`src/rtl/irqagg_pkg.sv`:
```
package irqagg_pkg;
  localparam int NLINES = 2;
  localparam int AW     = 2;

  typedef enum logic [AW-1:0] {
    REG_FLAG  = 2'd0,
    REG_MASK  = 2'd1,
    REG_STEER = 2'd2,
    REG_LINE  = 2'd3
  } reg_sel_e;
endpackage

```
`src/rtl/irqagg_edge.sv`:
```
module irqagg_edge #(
  parameter int W = 32
) (
  input  logic         clk,
  input  logic         rst_n,
  input  logic [W-1:0] cond_i,
  output logic [W-1:0] rise_o
);
  logic [W-1:0] prev_q;

  always_ff @(posedge clk or negedge rst_n) begin
    if (!rst_n) prev_q <= '0;
    else        prev_q <= cond_i;
  end

  assign rise_o = cond_i & ~prev_q;
endmodule

```
`src/rtl/irqagg_flags.sv`:
```
module irqagg_flags #(
  parameter int W = 32
) (
  input  logic         clk,
  input  logic         rst_n,
  input  logic [W-1:0] rise_i,
  input  logic [W-1:0] clr_i,
  output logic [W-1:0] flags_o
);
  // set has priority over clear for the same bit
  function automatic logic [W-1:0] next_flags(input logic [W-1:0] cur,
                                               input logic [W-1:0] set,
                                               input logic [W-1:0] clr);
    return (cur & ~clr) | set;
  endfunction

  logic [W-1:0] flags_q;

  always_ff @(posedge clk or negedge rst_n) begin
    if (!rst_n) flags_q <= '0;
    else        flags_q <= next_flags(flags_q, rise_i, clr_i);
  end

  assign flags_o = flags_q;
endmodule

```
`src/rtl/irqagg_route.sv`:
```
module irqagg_route #(
  parameter int W      = 32,
  parameter int NLINES = 2
) (
  input  logic [W-1:0]      flags_i,
  input  logic [W-1:0]      mask_i,
  input  logic [W-1:0]      steer_i,
  input  logic [NLINES-1:0] line_en_i,
  output logic [NLINES-1:0] line_o
);
  function automatic logic line_hit(input logic [W-1:0] fl,
                                    input logic [W-1:0] mk,
                                    input logic [W-1:0] to_line,
                                    input logic         gate);
    return gate & (|(fl & mk & to_line));
  endfunction

  for (genvar l = 0; l < NLINES; l++) begin : g_line
    logic [W-1:0] to_line;
    if (l == 0) begin : g_l0
      assign to_line = ~steer_i;
    end else begin : g_l1
      assign to_line = steer_i;
    end
    assign line_o[l] = line_hit(flags_i, mask_i, to_line, line_en_i[l]);
  end
endmodule

```
`src/rtl/evt_irq_agg.sv`:
```
module evt_irq_agg
  import irqagg_pkg::*;
#(
  parameter int NSRC = 32
) (
  input  logic            clk,
  input  logic            rst_n,
  input  logic [NSRC-1:0] evt_i,
  input  logic            wr_en_i,
  input  logic [1:0]      addr_i,
  input  logic [NSRC-1:0] wdata_i,
  output logic [NSRC-1:0] rdata_o,
  output logic            irq0_o,
  output logic            irq1_o
);
  localparam int PADW = NSRC - NLINES;

  logic [NSRC-1:0]   rise_w;
  logic [NSRC-1:0]   clr_w;
  logic [NSRC-1:0]   flags_q;
  logic [NSRC-1:0]   mask_q;
  logic [NSRC-1:0]   steer_q;
  logic [NLINES-1:0] line_en_q;
  logic [NLINES-1:0] line_w;
  logic [NLINES-1:0] irq_q;
  reg_sel_e          sel_w;

  assign sel_w = reg_sel_e'(addr_i);
  assign clr_w = (wr_en_i && sel_w == REG_FLAG) ? wdata_i : '0;

  irqagg_edge #(.W(NSRC)) u_edge (
    .clk    (clk),
    .rst_n  (rst_n),
    .cond_i (evt_i),
    .rise_o (rise_w)
  );

  irqagg_flags #(.W(NSRC)) u_flags (
    .clk     (clk),
    .rst_n   (rst_n),
    .rise_i  (rise_w),
    .clr_i   (clr_w),
    .flags_o (flags_q)
  );

  always_ff @(posedge clk or negedge rst_n) begin
    if (!rst_n) begin
      mask_q    <= '0;
      steer_q   <= '0;
      line_en_q <= '0;
    end else if (wr_en_i) begin
      case (sel_w)
        REG_MASK:  mask_q    <= wdata_i;
        REG_STEER: steer_q   <= wdata_i;
        REG_LINE:  line_en_q <= wdata_i[NLINES-1:0];
        default:   ;
      endcase
    end
  end

  always_comb begin
    case (sel_w)
      REG_FLAG:  rdata_o = flags_q;
      REG_MASK:  rdata_o = mask_q;
      REG_STEER: rdata_o = steer_q;
      default:   rdata_o = {{PADW{1'b0}}, line_en_q};
    endcase
  end

  irqagg_route #(.W(NSRC), .NLINES(NLINES)) u_route (
    .flags_i   (flags_q),
    .mask_i    (mask_q),
    .steer_i   (steer_q),
    .line_en_i (line_en_q),
    .line_o    (line_w)
  );

  always_ff @(posedge clk or negedge rst_n) begin
    if (!rst_n) irq_q <= '0;
    else        irq_q <= line_w;
  end

  assign irq0_o = irq_q[0];
  assign irq1_o = irq_q[1];
endmodule

```
`config.mk`:
```
export PLATFORM = sky130hd
export DESIGN_NAME = evt_irq_agg
export DESIGN_NICKNAME = d
export VERILOG_FILES = /design/src/rtl/irqagg_pkg.sv /design/src/rtl/irqagg_edge.sv /design/src/rtl/irqagg_flags.sv /design/src/rtl/irqagg_route.sv /design/src/rtl/evt_irq_agg.sv
export SDC_FILE = /design/constraint.sdc
export NUM_CORES = 1
export LEC_CHECK = 0
export ABC_AREA = 0
export BUFFER_PORTS_ARGS = -buffer_cell sky130_fd_sc_hd__buf_2
export CAP_MARGIN = 20
export CORE_UTILIZATION = 55
export CTS_CLUSTER_DIAMETER = 100
export CTS_CLUSTER_SIZE = 30
export DETAILED_ROUTE_END_ITERATION = 8
export MAX_ROUTING_LAYER = met4
export PLACE_DENSITY = 0.84
export SYNTH_ARGS = -nofsm -noshare
export SYNTH_HDL_FRONTEND = slang
export SYNTH_SLANG_ARGS = --single-unit
```
`constraint.sdc`:
```
create_clock -name clk -period 1.35 [get_ports clk]
set_input_delay 0.27 -clock clk [delete_from_list [all_inputs] [get_ports clk]]
set_output_delay 0.27 -clock clk [all_outputs]
set_load 0.03 [all_outputs]
```
==> Yosys cells after proc, flatten, opt, wreduce, memory -nomap -nowiden <==
Index checks and enable logic that the tools add are counted.
{ "classes": {"bitwise_logic": 11, "reduce_logical": 7, "mux": 2, "eq_ne": 3} }
{ "ops": {"columns": ["op", "count"], "rows": [
  ["$and A32 B32 Y32", 5],
  ["$not A32 Y32", 3],
  ["$pmux W32 S3", 1],
  ["$reduce_or A32 Y1", 2],
  ["$mux W32", 1],
  ["$or A32 B32 Y32", 1],
  ["$reduce_and A2 Y1", 3],
  ["$eq A2 B2 Y1 const B", 2],
  ["$and A1 B1 Y1", 2],
  ["$eq A2 B1 Y1 const B", 1],
  ["$logic_not A2 Y1", 1],
  ["$logic_and A1 B1 Y1", 1]
]} }
{ "word_totals": {"register_bits": 132, "in_bits": 69, "output_inout_bits": 34, "word_cells": 29} }

==> Depth between registers and ports, before layout <==
{ "logic_depth": {"depth_word": 6, "depth_mapped": 6, "ltp_nobuf": 4} }

==> Cells and area by module <==
From an unflattened synthesis, not the netlist that was laid out.
{ "hier_totals": {"hier_cells": 508, "area_unflattened_um2": 6597.6} }
{ "by_module_without_submodules": {"columns": ["module", "area_each_um2", "cells_each", "instances", "seq_area_each_um2"], "rows": [
  ["evt_irq_agg", 3688.5, 253, 1, 1701.6],
  ["irqagg_edge", 1241.2, 64, 1, 800.8],
  ["irqagg_flags", 1161.1, 96, 1, 800.8],
  ["irqagg_route", 506.7, 95, 1, 0.0]
]} }

==> Worst setup path before layout <==
OpenSTA, ideal clock, no wires.
{ "synth_timing": {"kind": "input port to output port", "startpoint": "in addr_i[1]", "endpoint": "out rdata_o[20]", "path_stages": 4, "t_required_ns": 1.080, "path_buffers": 2, "arrival_ns": 1.437, "path_slack_ns": -0.357, "cell_sequence": "buf_6 buf_2 mux2i_1 o21ai_0"} }
{ "synth_between": {"elab_chain_cells": 2, "word_cells_on_any_way": 4, "classes_between": "2 x eq/ne; 1 x mux; 1 x reduce/logical"} }
{ "synth_lines": {"columns": ["item", "line", "text"], "rows": [
  ["start, declared", "evt_irq_agg.sv:10", "input logic [1:0] addr_i,"],
  ["$eq A2 B2 Y1 (tied with other cells)", "evt_irq_agg.sv:62", "case (sel_w)"],
  ["$pmux W32 S3 (*)", "evt_irq_agg.sv:62", null],
  ["end, declared", "evt_irq_agg.sv:12", "output logic [NSRC-1:0] rdata_o,"]
]} }
Every way passes the cells marked *; elsewhere a longest branch is shown, timed or not.

==> Final worst setup path <==
{ "layout_timing": {"startpoint": "reg u_flags.flags_q[0] (netlist: u_flags.flags_o[0])", "endpoint": "out rdata_o[0]"} }
{ "layout_between": {"elab_chain_cells": 1} }
{ "layout_lines": {"columns": ["item", "line", "text"], "rows": [
  ["start, declared", "irqagg_flags.sv:17", "logic [W-1:0] flags_q;"],
  ["start signal, assigned", "irqagg_flags.sv:21", "else flags_q <= next_flags(flags_q, rise_i, clr_i);"],
  ["$pmux W32 S3", "evt_irq_agg.sv:62", null]
]} }
No other way between the ends.

==> out/results.ini <==
[routing]
wl_per_cell_um=23.0
drcViolationCount=0
highest_layer=met4
ant_nets=0
met1_length_um=7850
dr.pass1.iters=5
wl_met2_um=10500
vias=5807
wl_um=21700
drt_iter0_drc=521
dr_wl_met3_um=1860
vias_per_cell=6.14

[timing]
hold_violations=2
slew_viol_final=0
whs_ns=-0.0103
rsz0062_at_grt=true
timing.final.crit_share=1.41
setup_viol=34
final.min_clock_period_ns=1.91
fin_ws_ns=-0.556
fin_skew_ns=0.0135
fin_tns_setup_ns=-11.13
slew_headroom=0.681
worstMarginPinSlew_ns=0.479
fmax_ghz=0.525

[die]
coreArea_um2=10400
die_y_um=106
start_util=0.569
dieArea_um2=11200
die_w_um=106
io_pins=103
num_rows=37

[worst_setup_path]
critPathCaptureType=primary output
critPathKind=reg2out
arrival_ns=1.64
critPathMaxFanout=2
critPathRequiredTime_ns=1.08
setup.worst_path.start_class=flip-flop
r2r_cells=7

[synth]
synth_cell_types=25
synth.most_common_cell=dfrtp_1
ys_seq_area_frac=0.559
synthFlopType=dfrtp_1
synth-async-reset-ratio=1.00
synth_enable_flop_cells=0
syn_nets=608
yosys_warnings=0
syn_inst=539
ys_top_cells_by_count=dfrtp_1, nand2_1, mux2_2
synth_top_cell_area_share=0.559
synth_area_um2=5910
synth_area_leaders=dfrtp_1, mux2_2, nand2_1
synth_top_area_cell=dfrtp_1
ys_ff_latch=132
avgSynthCellArea_um2=11.0

[pwr]
p_per_area_nw_per_um2=1520
p_total_w=0.0137
irDropWorstVdd_uv=1310
p_leak_nw=4.31

[place]
gp_congestion=0.858
dp_hpwl_um=10300
io_buffers=102

[global_route]
antenna_found_initial=1
grt_max_degree=32
grt_pass1_wl_um=30500
grt_use_total=0.378
grt_pass1_vias=5927
gr-total-overflow=0

[final_layout]
area_delta_synth_final_pct=52.5
fillers=447
fin_nets=866
multi_input_area_um2=2610
ff_latch_area_um2=3300
drive_gt1_frac=0.449

[outcome]
failed_checks=negative hold slack, negative setup slack
status=finished, violations left

[clocking]
cts_tree=built
clock_latency_ns=0.55
cts_buffers=17
root_buffer=clkbuf_8
htreeDepth=4
clock-sinks=132
clockBufferDepth=2
cts.clk_slew.worst_paths_ns=0.06

[flow_run]
maxCapViolCount=0

[min_path]
min_path_cells=2
hp-class=in2reg

==> critical path: stages, from the launching register on <==
cell     delay (ns)
dfrtp_1        0.41
mux4_2         0.51
buf_6          0.16
==> cell type report <==
| class | count | share of cell area |
|---|---|---|
| sequential | 132 | 0.367 |
| multi-input combinational | 354 | 0.290 |
| timing repair buffer | 259 | 0.242 |
| clock buffer | 21 | 0.0487 |
| clock inverter | 10 | 0.0200 |
| tap | 136 | 0.0189 |
| inverter | 33 | 0.0138 |
| antenna | 1 | 0.000278 |
==> report_power, final <==
part	internal [W]	total, W	switching, W	leakage [nW]
logic	0.00180	0.00374	0.00194	2.52
clock network	0.00322	0.00497	0.00175	0.298
registers	0.00449	0.00502	0.000528	1.49
==> per-stage QoR <==
stage | utilization | hold WS, ns | instance area (um^2) | cells | setup slack [ns]
floorplan | - | -0.0256 | 5980 | 539 | -0.122
detailed placement | 0.664 | 0.205 | 6890 | 790 | -0.208
finish | 0.869 | -0.0103 | 9010 | 946 | -0.556
CTS | 0.834 | 0.000392 | 8650 | 924 | -0.501
global placement | 0.664 | 0.201 | 6890 | 790 | -0.159
global route | 0.869 | -0.0152 | 9010 | 946 | -0.581
==> state kept, by name, indices dropped and copies added (netlist names) <==
signal	cells
mask_q	32
steer_q	32
u_edge.prev_q	32
u_flags.flags_o	32
irq_q	2
line_en_q	2
==> cell families after synthesis <==
family | share of synthesized area
flip-flops | 0.559
AND/OR/NAND/NOR | 0.136
buffers and inverters | 0.0492
AO/OA/AOI/OAI | 0.0716
multiplexers | 0.184
==> timing repair <==
| action | in CTS | in global routing |
|---|---|---|
| resized for setup | 78 | 40 |
| hold buffers | 43 | 1 |
| pin swaps | 9 | 16 |
| gates cloned | 0 | 0 |
| endpoints found under the hold margin | 181 | 1 |
| buffers inserted | 61 | 25 |
| setup endpoints to repair | 34 | 36 |
==> worst paths after layout <==
| check | endpoint | from | slack (ns) |
|---|---|---|---|
| setup reg to reg | irq_q[1] | u_flags.flags_o[21] | -0.22 |
| hold / removal | mask_q[24] | wdata_i[24] | -0.01 |
| min in group asynchronous | steer_q[14] | rst_n | 0.23 |
| setup / recovery | rdata_o[0] | u_flags.flags_o[0] | -0.56 |
| max in group asynchronous | mask_q[3] | rst_n | 0.57 |
| hold reg to reg | u_flags.flags_o[24] | u_edge.prev_q[24] | 0.41 |
==> layout by cell type, fill, tap and decap left out, types with 3 or more instances in the layout <==
cell / n
buf_12: 12
buf_2: 67
buf_4: 99
buf_6: 37
bufinv_16: 5
clkbuf_1: 3
clkbuf_16: 16
clkinv_2: 3
dfrtp_1: 131
dlygate4sd3_1: 44
inv_1: 33
mux2_1: 5
mux2_2: 61
mux2i_1: 22
mux2i_2: 6
nand2_1: 115
nand2_2: 5
nand2_4: 3
nand3_1: 30
nand3_2: 3
nand3b_1: 3
nand4_1: 8
nor4_4: 3
o21ai_1: 41
o21ai_2: 19
o22ai_1: 8
o22ai_2: 4
==> layer usage <==
metal  track usage  vias to the layer above
li1              -                     2395
met1         0.422                     2792
met4         0.192                        0
met2         0.633                      459
met5             -                        -
met3        0.0946                      161
Note: power is estimated with default switching activity, not from simulation.
